[config.mk]
export PLATFORM = sky130hd
export DESIGN_NAME = opreg_top
export DESIGN_NICKNAME = d
export VERILOG_FILES = /design/src/rtl/opreg_pkg.sv /design/src/rtl/opreg_decode.sv /design/src/rtl/opreg_bits.sv /design/src/rtl/opreg_drive.sv /design/src/rtl/opreg_top.sv
export SDC_FILE = /design/constraint.sdc
export NUM_CORES = 1
export LEC_CHECK = 0
export ABC_AREA = 1
export BUFFER_PORTS_ARGS = -buffer_cell sky130_fd_sc_hd__buf_2
export CORE_AREA = 2 2 41 43
export DETAILED_ROUTE_END_ITERATION = 10
export DIE_AREA = 0 0 43 45
export GPL_TIMING_DRIVEN = 0
export PLACE_DENSITY = 0.73
export SLEW_MARGIN = 20
export SYNTH_ARGS = -nofsm -noshare
export SYNTH_HDL_FRONTEND = slang
export SYNTH_HIERARCHICAL = 1
export SYNTH_SLANG_ARGS = --single-unit
[constraint.sdc]
create_clock -name clk -period 1.2 [get_ports clk]
set_input_delay 0.18 -clock clk [delete_from_list [all_inputs] [get_ports clk]]
set_output_delay 0.18 -clock clk [all_outputs]
set_load 0.01 [all_outputs]
[src/rtl/opreg_pkg.sv]
package opreg_pkg;
  typedef enum logic [1:0] {
    CMD_NONE  = 2'd0,
    CMD_SET   = 2'd1,
    CMD_CLEAR = 2'd2
  } opreg_cmd_e;
endpackage

[src/rtl/opreg_decode.sv]
module opreg_decode
  import opreg_pkg::*;
#(
  parameter int AW = 4,
  parameter logic [AW-1:0] SET_ADDR = 4'hE,
  parameter logic [AW-1:0] CLR_ADDR = 4'hF
) (
  input  logic          we,
  input  logic [AW-1:0] addr,
  output opreg_cmd_e    cmd
);
  always_comb begin
    cmd = CMD_NONE;
    if (we) begin
      if (addr == SET_ADDR)      cmd = CMD_SET;
      else if (addr == CLR_ADDR) cmd = CMD_CLEAR;
    end
  end

  always_comb begin
    a_r6_decode_onehot: assert ($onehot0({cmd == CMD_SET, cmd == CMD_CLEAR}));
  end
endmodule

[src/rtl/opreg_bits.sv]
module opreg_bits
  import opreg_pkg::*;
#(
  parameter int W = 8
) (
  input  logic         clk,
  input  logic         rst,
  input  opreg_cmd_e   cmd,
  input  logic [W-1:0] mask,
  output logic [W-1:0] state
);
  for (genvar i = 0; i < W; i++) begin : g_bit
    always_ff @(posedge clk) begin
      if (rst)                               state[i] <= 1'b0;
      else if (cmd == CMD_SET   && mask[i])  state[i] <= 1'b1;
      else if (cmd == CMD_CLEAR && mask[i])  state[i] <= 1'b0;
    end
  end

  a_r3_set_bits: assert property (@(posedge clk) disable iff (rst)
    (cmd == CMD_SET) |=> ((state & $past(mask)) == $past(mask)));
  a_r4_clear_bits: assert property (@(posedge clk) disable iff (rst)
    (cmd == CMD_CLEAR) |=> ((state & $past(mask)) == '0));
  a_r5_zero_mask_keeps: assert property (@(posedge clk) disable iff (rst)
    (cmd != CMD_NONE) |=> ((state & ~$past(mask)) == ($past(state) & ~$past(mask))));
  a_r6_idle_stable: assert property (@(posedge clk) disable iff (rst)
    (cmd == CMD_NONE) |=> $stable(state));
  a_r1_reset_zero: assert property (@(posedge clk) rst |=> (state == '0));
endmodule

[src/rtl/opreg_drive.sv]
module opreg_drive #(
  parameter int W = 8
) (
  input  logic [W-1:0] state,
  output logic [W-1:0] pins,
  output logic [W-1:0] rdback
);
  for (genvar i = 0; i < W; i++) begin : g_pin
    assign pins[i]   = ~state[i];
    assign rdback[i] = state[i];
  end

  always_comb begin
    a_r2_pins_inverted: assert ((pins ^ rdback) == {W{1'b1}});
  end
endmodule

[src/rtl/opreg_top.sv]
module opreg_top
  import opreg_pkg::*;
#(
  parameter int W  = 8,
  parameter int AW = 4,
  parameter logic [AW-1:0] SET_ADDR = 4'hE,
  parameter logic [AW-1:0] CLR_ADDR = 4'hF
) (
  input  logic          clk,
  input  logic          rst,
  input  logic          bus_we,
  input  logic [AW-1:0] bus_addr,
  input  logic [W-1:0]  bus_wdata,
  output logic [W-1:0]  port_pins,
  output logic [W-1:0]  port_state
);
  opreg_cmd_e   cmd;
  logic [W-1:0] state_q;

  opreg_decode #(.AW(AW), .SET_ADDR(SET_ADDR), .CLR_ADDR(CLR_ADDR)) u_dec (
    .we(bus_we), .addr(bus_addr), .cmd(cmd)
  );

  opreg_bits #(.W(W)) u_bits (
    .clk(clk), .rst(rst), .cmd(cmd), .mask(bus_wdata), .state(state_q)
  );

  opreg_drive #(.W(W)) u_drv (
    .state(state_q), .pins(port_pins), .rdback(port_state)
  );

  a_r7_readback_follows: assert property (@(posedge clk) disable iff (rst)
    (bus_we && bus_addr == SET_ADDR) |=> ((port_state & $past(bus_wdata)) == $past(bus_wdata)));
endmodule

==> results of run 1 <==
## logic make-up (layout without fill, tap and decap cells)
logic type             after synthesis  in the layout
and+or+nand+nor                     30             30
buffers and inverters               20             52
AOI/OAI and AO/OA                    8              8
DFF                                  8              8
## metal layers
metal | share of wire [%] | vias to the layer above
li1 | - | 264
met1 | 39 | 219
met2 | 51 | 22
met3 | 9.4 | 2
met4 | 0.86 | 0
met5 | 0 | -
## final timing paths
check | startpoint | to | depth (start not counted)
setup / recovery | u_bits/state[6] | port_state[6] | 2
hold / removal | bus_wdata[0] | u_bits/state[0] | 3
setup reg to reg | u_bits/state[0] | u_bits/state[0] | 2
hold reg to reg | u_bits/state[1] | u_bits/state[1] | 2
## placed cells by master (no fill, tap or decap)
cell      synthesis  routed
nor2_1            2       2
nand2_2           1       1
inv_1             9       9
buf_6             1       1
nand2_1          16      16
dfxtp_1           8       8
a21oi_2           8       8
clkbuf_1          1       1
inv_4             1       1
nand3_1          10      10
buf_4             8       8
nor2_8            1       1
clkbuf_4          0       3
buf_2             0      29
## final cells by class
cell class,count,area (sq um)
Buffer,10,75.1
Inverter,10,40.0
Timing Repair Buffer,29,145
Sequential cell,8,160
Tap cell,16,20.0
Fill cell,170,795
Clock buffer,3,22.5
Multi-Input combinational cell,38,214
## critical path: stages (launching register included)
cell     delay [ps]
dfxtp_1         360
buf_4           120
buf_2           110
## power by group
| group | total (mW) | internal [mW] | switching [mW] |
|---|---|---|---|
| registers | 0.272 | 0.269 | 0.00248 |
| logic | 0.0671 | 0.0319 | 0.0353 |
| clock network | 0.205 | 0.114 | 0.0904 |
| total | 0.544 | 0.415 | 0.128 |
## metrics by stage
step | utilization (%) | area (sq um) | cells | power (mW)
after global routing | 46.0 | 677 | 114 | 0.568
after global placement | 44.5 | 654 | 111 | 0.342
final | 46.0 | 677 | 114 | 0.544
after detailed placement | 44.5 | 654 | 111 | 0.345
after CTS | 46.0 | 677 | 114 | 0.550
after floorplan | - | 489 | 66 | 0.309
==> out/metrics.yaml, run 1 <==
outcome: "finished clean"
viasPerCell: 4.45
whs_ps: 190
largest_reg_flops: 8
core-area_sq_um: 1470
path_max_fanout: 3
grt_first_pass_wirelength_um: 1730
synth_top_area_share_pct: 32.7
vdd_ir_drop_max_mv: 0.391
grt_max_degree: 10
initial_core_util_pct: 33.2
postSynthCellCount: 66
synth_adder_area_share_pct: 0
period_share_pct: 84.6
fin_skew_ps: 0
worstSetupEndpointType: "primary output"
fin_ws_ps: 184
cts_buffers: 3
yosysMostFrequentCell: "nand2_1"
clockBufferDepth: 2
tns_ps: 0
core.rowCount: 14
clk_pin_slew_ps: 60
yosys_warnings: 6
maxCapViolCount: 0
post_drt_wl_per_cell_um: 9.14
n_antenna_cell: 0
syn_area_sq_um: 489
synth_area_leaders: "dfxtp_1, a21oi_2, buf_4, nand2_1, nand3_1"
layout.nets: 115
critPathKind: "register to primary output"
start_kind: "register"
post_cts_resized: 0
htreeDepth: 1
met3_usage_pct: 5.20
synth_top_cell_by_area: "dfxtp_1"
power.density_nw_per_um2: 803
cts_tree: "built"
post-dp-hpwl_um: 823
globalRoute.totalOverflow: 0
rsz0062_at_grt: "no"
drive_above_1_share_pct: 53.1
setup_viol: 0
grt_usage_pct: 12.7
leakagePower_nw: 0.286
synth_compound_area_share_pct: 14.3
use_met2_pct: 20.9
die_area_sq_um: 1940
holdCritPathClass: "primary input to register"
syn-mean-instance-area_sq_um: 7.41
synth_xor_area_share_pct: 0
yosysSeqAreaShare_pct: 32.7
largest-register: "u_bits/state"
synth_flop_cell: "dfxtp_1"
clk_latency_ps: 250
async_reset_ff_share_pct: 0
via_count: 507
top_regs: "u_bits/state x8"
period_minus_slack_ps: 1020
die_w_um: 43
clock-root-buffer: "clkbuf_4"
port_buffers: 29
antenna_left: 0
area_growth_pct: 38.4
synthTopCellsByCount: "nand2_1, nand3_1, inv_1"
busiest_layer: "met2"
drv_slew: 0
antenna_found_initial: 0
hold_viol_final: 0
post-route-drc-count: 0
worst_pin_slew_ps: 530
synth.distinct_cells: 12
routed_wl_um: 1040
clock-sinks: 8
post_cts_buffers: 0
firstDrtPassIters: 2
ys_ff_latch: 8
place_ws_ps: 73.3
ff2ff_setup_slack_ps: 600
die-height_um: 45
required_ps: 1020
worstPathArrival_ps: 840
synth_mux_area_share_pct: 0
boundaryPins: 31
hold_buffers: 0
drt_iter0_drc: 1
synth_fp_nets: 81
gp_congestion: 0.633
grtUsageMet1_pct: 13.2
relSlewSlack_pct: 64.6
synth_top_family_by_area: "simple AND/OR/NAND/NOR gates"
synth-edff-count: 0
clock.fmax_mhz: 985
grt_pass1_vias: 452
yosys.area_share.simple_pct: 29.4
Power figures use the tool's default switching activity.
==> inputs of run 2 (changes only) <==
ABC_AREA = 0   (was 1)
PLACE_DENSITY = 0.76   (was 0.73)
clock period = 0.87 ns   (was 1.2 ns; I/O delays follow)
==> out/metrics.yaml, run 2 <==
grt_first_pass_wirelength_um: 1950  # was 1730 um
hold_buffers: 0  # unchanged
hold_viol_final: 0  # unchanged
drv_slew: 0  # unchanged
die-height_um: 45  # unchanged
power.density_nw_per_um2: 972  # was 803 nW/um^2
required_ps: 740  # was 1020 ps
ys_ff_latch: 8  # unchanged
layout.nets: 120  # was 115
antenna_left: 0  # unchanged
die_w_um: 43  # unchanged
maxCapViolCount: 0  # unchanged
final_cell_mix: "buf_6, buf_2, inv_1"  # was buf_2, nand2_1, nand3_1
setup_viol: 16  # was 0
drt_iter0_drc: 6  # was 1
synth_area_leaders: "dfxtp_1, o32ai_1, buf_4, inv_1, a21oi_1"  # was dfxtp_1, a21oi_2, buf_4, nand2_1, nand3_1
clock-sinks: 8  # unchanged
top_regs: "u_bits/state x8"  # unchanged
outcome: "finished with violations"  # was finished clean
cts_tree: "built"  # unchanged
async_reset_ff_share_pct: 0  # unchanged
grt_usage_pct: 13.8  # was 12.7%
final_common_cell: "buf_6"  # was buf_2
largest-register: "u_bits/state"  # unchanged
worstSetupEndpointType: "primary output"  # unchanged
crit_top_cell: "buf_6"
synth_top_area_share_pct: 32.0  # was 32.7%
critPathKind: "register to primary output"  # unchanged
holdCritPathClass: "primary input to register"  # unchanged
design_area_sq_um: 947  # was 677 sq um
antenna_found_initial: 0  # unchanged
tns_ps: -608  # was 0 ps
yosysSeqAreaShare_pct: 32.0  # was 32.7%
syn_area_sq_um: 500  # was 489 sq um
gp_congestion: 0.651  # was 0.633
core-area_sq_um: 1470  # unchanged
leakagePower_nw: 0.407  # was 0.286 nW
busiest_layer: "met2"  # unchanged
synthTopCellsByCount: "inv_1, buf_4, a21oi_1, dfxtp_1, o32ai_1"  # was nand2_1, nand3_1, inv_1
failed_checks: "setup timing"
yosys_warnings: 6  # unchanged
routed_wl_um: 1230  # was 1040 um
path_max_fanout: 3  # unchanged
grt_pass1_vias: 524  # was 452
htreeDepth: 1  # unchanged
clock.fmax_mhz: 1070
synth_top_cell_by_area: "dfxtp_1"  # unchanged
cts_buffers: 3  # unchanged
clk_pin_slew_ps: 50  # was 60 ps
die_area_sq_um: 1940  # unchanged
area_growth_pct: 89.2  # was 38.4%
crit_path_cell_trace: "buf_6 -> buf_6"  # was buf_4 -> buf_2
start_kind: "register"  # unchanged
postSynthCellCount: 64  # was 66
viasPerCell: 4.63  # was 4.45
grtUsageMet1_pct: 14.3  # was 13.2%
worstPathArrival_ps: 800  # was 840 ps
n_antenna_cell: 0  # unchanged
crit_buf_inv: 2  # unchanged
final.fill_count: 131  # was 170
cp_slowest_cell: "dfxtp_2"  # was dfxtp_1
core.rowCount: 14  # unchanged
yosysMostFrequentCell: "inv_1"  # was nand2_1
synth_flop_cell: "dfxtp_1"  # unchanged
via_count: 551  # was 507
totalPowerFinal_uw: 921  # was 544 uW
largest_reg_flops: 8  # unchanged
fin_util_pct: 64.4  # was 46.0%
grt_max_degree: 11  # was 10
use_met2_pct: 23.6  # was 20.9%
boundaryPins: 31  # unchanged
slowest_delay_ps: 330  # was 360 ps
firstDrtPassIters: 4  # was 2
period_minus_slack_ps: 935
vdd_ir_drop_max_mv: 0.441  # was 0.391 mV
globalRoute.totalOverflow: 0  # unchanged
path_delay_family: "flip-flops"  # unchanged
worst_pin_slew_ps: 216  # was 530 ps
place_area_sq_um: 672  # was 654 sq um
clk_latency_ps: 250  # about the same
post-route-drc-count: 0  # unchanged
post_drt_wl_per_cell_um: 10.3  # was 9.14 um
initial_core_util_pct: 34.0  # was 33.2%
synth.distinct_cells: 11  # was 12
met3_usage_pct: 1.60  # was 5.20%
instances_no_fill: 119  # was 114
fin_ws_ps: -64.9  # was 184 ps
port_buffers: 29  # unchanged
clockBufferDepth: 2  # unchanged
synth-edff-count: 0  # unchanged
place_inst: 109  # was 111
fin_skew_ps: 0  # unchanged
post-dp-hpwl_um: 809  # was 823 um
drive_above_1_share_pct: 68.0  # was 53.1%
syn-mean-instance-area_sq_um: 7.82  # was 7.41 sq um
clock-root-buffer: "clkbuf_4"  # unchanged
rsz0062_at_grt: "yes"  # was no
relSlewSlack_pct: 85.6  # was 64.6%
synth_fp_nets: 79  # was 81
period_share_pct: 107
==> run 2: cell types whose count changed after synthesis, sizes merged, moves of 2 or more <==
cell / previous run / this run
nor2b: 0 / 3
and2b: 0 / 5
buf: 9 / 11
nand2: 17 / 0
nand3: 10 / 0
inv: 10 / 17
o32ai: 0 / 8
==> run 2: final timing paths <==
| kind | from | end | slack, ps | depth (start not counted) |
|---|---|---|---|---|
| max | u_bits/state[2] | port_state[2] | -60 | 2 |
| min | rst | u_bits/state[2] | 120 | 2 |
| max reg2reg | u_bits/state[6] | u_bits/state[6] | 30 | 3 |
| min reg2reg | u_bits/state[7] | u_bits/state[7] | 500 | 2 |
==> run 2: stage by stage <==
stage	worst slack (ps)	hold WS, ps
after floorplan	-27.7	317
after global placement	-233	380
after detailed placement	-277	384
after CTS	-72.4	106
after global routing	-91.6	122
final	-64.9	124
==> run 2: kinds of logic (layout without fill, tap and decap cells) <==
logic type,Yosys count,count (layout),share of synthesized area [%]
buffers and inverters,28,67,30.7
DFF,8,8,32.0
AOI/OAI and AO/OA,16,16,22.0
and+or+nand+nor,12,12,15.3
==> run 2: per-layer routing <==
layer / up-vias / part of all wire (%)
met2: 20 / 55
li1: 276 / -
met3: 4 / 5.5
met1: 251 / 36
met5: - / 0
met4: 0 / 2.8
==> run 2: where the power goes <==
part           switching, mW  internal [mW]
Sequential            0.0124          0.382
Combinational         0.0928          0.148
Clock                  0.128          0.158
Total                  0.233          0.688
==> run 2: layout make-up <==
class                   instances  area (sq um)  area share, %
flip-flops and latches          8           170           18.0
plain buffers                  11           124           13.1
clock buffers                   3          22.5           2.38
multi-input cells              28           243           25.6
repair buffers                 36           304           32.1
well taps                      16          20.0           2.11
inverters                      17          63.8           6.74
==> run 2: what timing repair did <==
item / CTS / global route
pin swaps: 0 / 8
buffers inserted: 6 / 1
endpoints found under the setup margin: 17 / 21
gates resized for setup: 25 / 19
==> inputs of run 3 (changes only) <==
TNS_END_PERCENT = 20   (was unset)
==> out/metrics.yaml, run 3 (synthesis gave the netlist of run 2 again) <==
critPathKind: "register to primary output"  # unchanged
worstPathArrival_ps: 800  # about the same
firstDrtPassIters: 4  # unchanged
r2r-end: "u_bits/state[2]"  # was u_bits/state[6]
core.rowCount: 14  # unchanged
multiInputGateArea_sq_um: 220  # was 243 sq um
clk_pin_slew_ps: 60  # was 50 ps
hold_buffers: 0  # unchanged
final.fill_count: 122  # was 131
fin_ws_ps: -61.5  # was -64.9 ps
worst-r2r-cell-count: 3  # unchanged
post-dp-hpwl_um: 851  # was 809 um
fin_skew_ps: 0  # unchanged
core-area_sq_um: 1470  # unchanged
cp-startpoint: "u_bits/state[2]"  # unchanged
vdd_ir_drop_max_mv: 0.454  # was 0.441 mV
final_cell_mix: "buf_6, buf_2, inv_1"  # unchanged
routed_wl_um: 1370  # was 1230 um
clockBufferDepth: 2  # unchanged
required_ps: 740  # about the same
leakagePower_nw: 0.409  # was 0.407 nW
start_kind: "register"  # unchanged
switchingPower_uw: 230  # was 233 uW
worstSetupEndpointType: "primary output"  # unchanged
power_frac_seq_pct: 43.5  # was 42.8%
maxCapViolCount: 0  # unchanged
worst_pin_slew_ps: 221  # was 216 ps
grt_pass1_vias: 461  # was 524
largest_reg_flops: 8  # unchanged
antenna_found_initial: 0  # unchanged
layout.nets: 124  # was 120
globalRoute.totalOverflow: 0  # unchanged
port_buffers: 29  # unchanged
clk_latency_ps: 250  # about the same
ff2ff_setup_slack_ps: 20  # was 30 ps
post-route-drc-count: 0  # unchanged
clock.fmax_mhz: 1070  # about the same
failed_checks: "setup timing"  # unchanged
grt_usage_pct: 13.1  # was 13.8%
relSlewSlack_pct: 85.2  # was 85.6%
path_max_fanout: 3  # unchanged
place_ws_ps: -351  # was -277 ps
die_w_um: 43  # unchanged
p_clk_share_pct: 31.3  # was 31.1%
hold_viol_final: 0  # unchanged
rsz0062_at_grt: "yes"  # unchanged
outcome: "finished with violations"  # unchanged
die-height_um: 45  # unchanged
setup_viol: 19  # was 16
cts_buffers: 3  # unchanged
period_minus_slack_ps: 932  # was 935 ps
cts_tree: "built"  # unchanged
r2r-start: "u_bits/state[2]"  # was u_bits/state[6]
top_regs: "u_bits/state x8"  # unchanged
period_share_pct: 107  # about the same
viasPerCell: 4.57  # was 4.63
place_inst: 109  # unchanged
grt_max_degree: 11  # unchanged
clock-root-buffer: "clkbuf_4"  # unchanged
largest-register: "u_bits/state"  # unchanged
power.density_nw_per_um2: 984  # was 972 nW/um^2
drv_slew: 0  # unchanged
p_int_uw: 676  # was 688 uW
post_drt_wl_per_cell_um: 11.1  # was 10.3 um
crit_end: "port_state[2]"  # unchanged
initial_core_util_pct: 34.0  # unchanged
final_common_cell: "buf_6"  # unchanged
seq_area_sq_um: 170  # unchanged
grt_first_pass_wirelength_um: 1880  # was 1950 um
drive_above_1_share_pct: 64.5  # was 68.0%
htreeDepth: 1  # unchanged
totalPowerFinal_uw: 906  # was 921 uW
drt_iter0_drc: 4  # was 6
holdCritPathClass: "primary input to register"  # unchanged
antenna_left: 0  # unchanged
gp_congestion: 0.654  # was 0.651
pwr-share-comb_pct: 25.2  # was 26.1%
sw_frac_of_total_pct: 25.4  # was 25.3%
area_growth_pct: 84.0  # was 89.2%
die_area_sq_um: 1940  # unchanged
n_antenna_cell: 0  # unchanged
boundaryPins: 31  # unchanged
instances_no_fill: 123  # was 119
via_count: 562  # was 551
clock-sinks: 8  # unchanged
## run 3: worst min path at each step
stage,start,to,slack [ps],cells past startpoint
finish,rst,u_bits/state[2],130,2
global route,rst,u_bits/state[6],120,2
CTS,rst,u_bits/state[5],110,2
detailed placement,rst,u_bits/state[3],390,2
global placement,rst,u_bits/state[7],390,2
floorplan,bus_wdata[0],u_bits/state[0],320,2
## run 3: metrics by stage
step           cell area (sq um)  hold WS, ps  util [%]  setup TNS, ps
2_1_floorplan                503          317         -          -99.1
3_3_place_gp                 668          388      45.4          -1890
3_5_place_dp                 668          390      45.4          -2090
4_1_cts                      842          109      57.2           -747
5_1_grt                      921          123      62.6          -1530
6_report                     921          134      62.6           -652
## run 3: critical path, cell delays in order, from the launching register on
cell and delay [ps]:
dfxtp_2 340, buf_6 110, buf_6 110
## run 3: layout make-up
| cell class | count | share of cell area (%) |
|---|---|---|
| timing repair buffer | 40 | 32.6 |
| multi-input combinational | 28 | 23.9 |
| sequential | 8 | 18.5 |
| buffer | 11 | 13.5 |
| inverter | 17 | 6.93 |
| clock buffer | 3 | 2.45 |
| tap | 16 | 2.17 |
## run 3: power by group through the flow
| stage | logic, mW | registers, mW | clock network (mW) |
|---|---|---|---|
| 6_report | 0.228 | 0.394 | 0.284 |
| 3_3_place_gp | 0.156 | 0.398 | 0 |
| 2_1_floorplan | 0.0949 | 0.396 | 0 |
| 5_1_grt | 0.243 | 0.396 | 0.313 |
| 3_5_place_dp | 0.160 | 0.399 | 0 |
| 4_1_cts | 0.205 | 0.393 | 0.300 |
## run 3: layer usage
metal | vias to the layer above | GRT usage (%) | part of all wire, %
met2 | 21 | 25.2 | 53
met5 | - | 0 | 0
met4 | 0 | 5.45 | 0.88
met1 | 254 | 13.5 | 39
met3 | 2 | 3.20 | 7.1
li1 | 285 | - | -
## run 3: repair_timing
action | 4_1_cts | 5_1_grt
buffers inserted | 7 | 4
gates resized for setup | 26 | 12
endpoints found under the setup margin | 18 | 23
pin swaps | 0 | 4
cloned | 0 | 0
endpoints found under the hold margin | 0 | 0
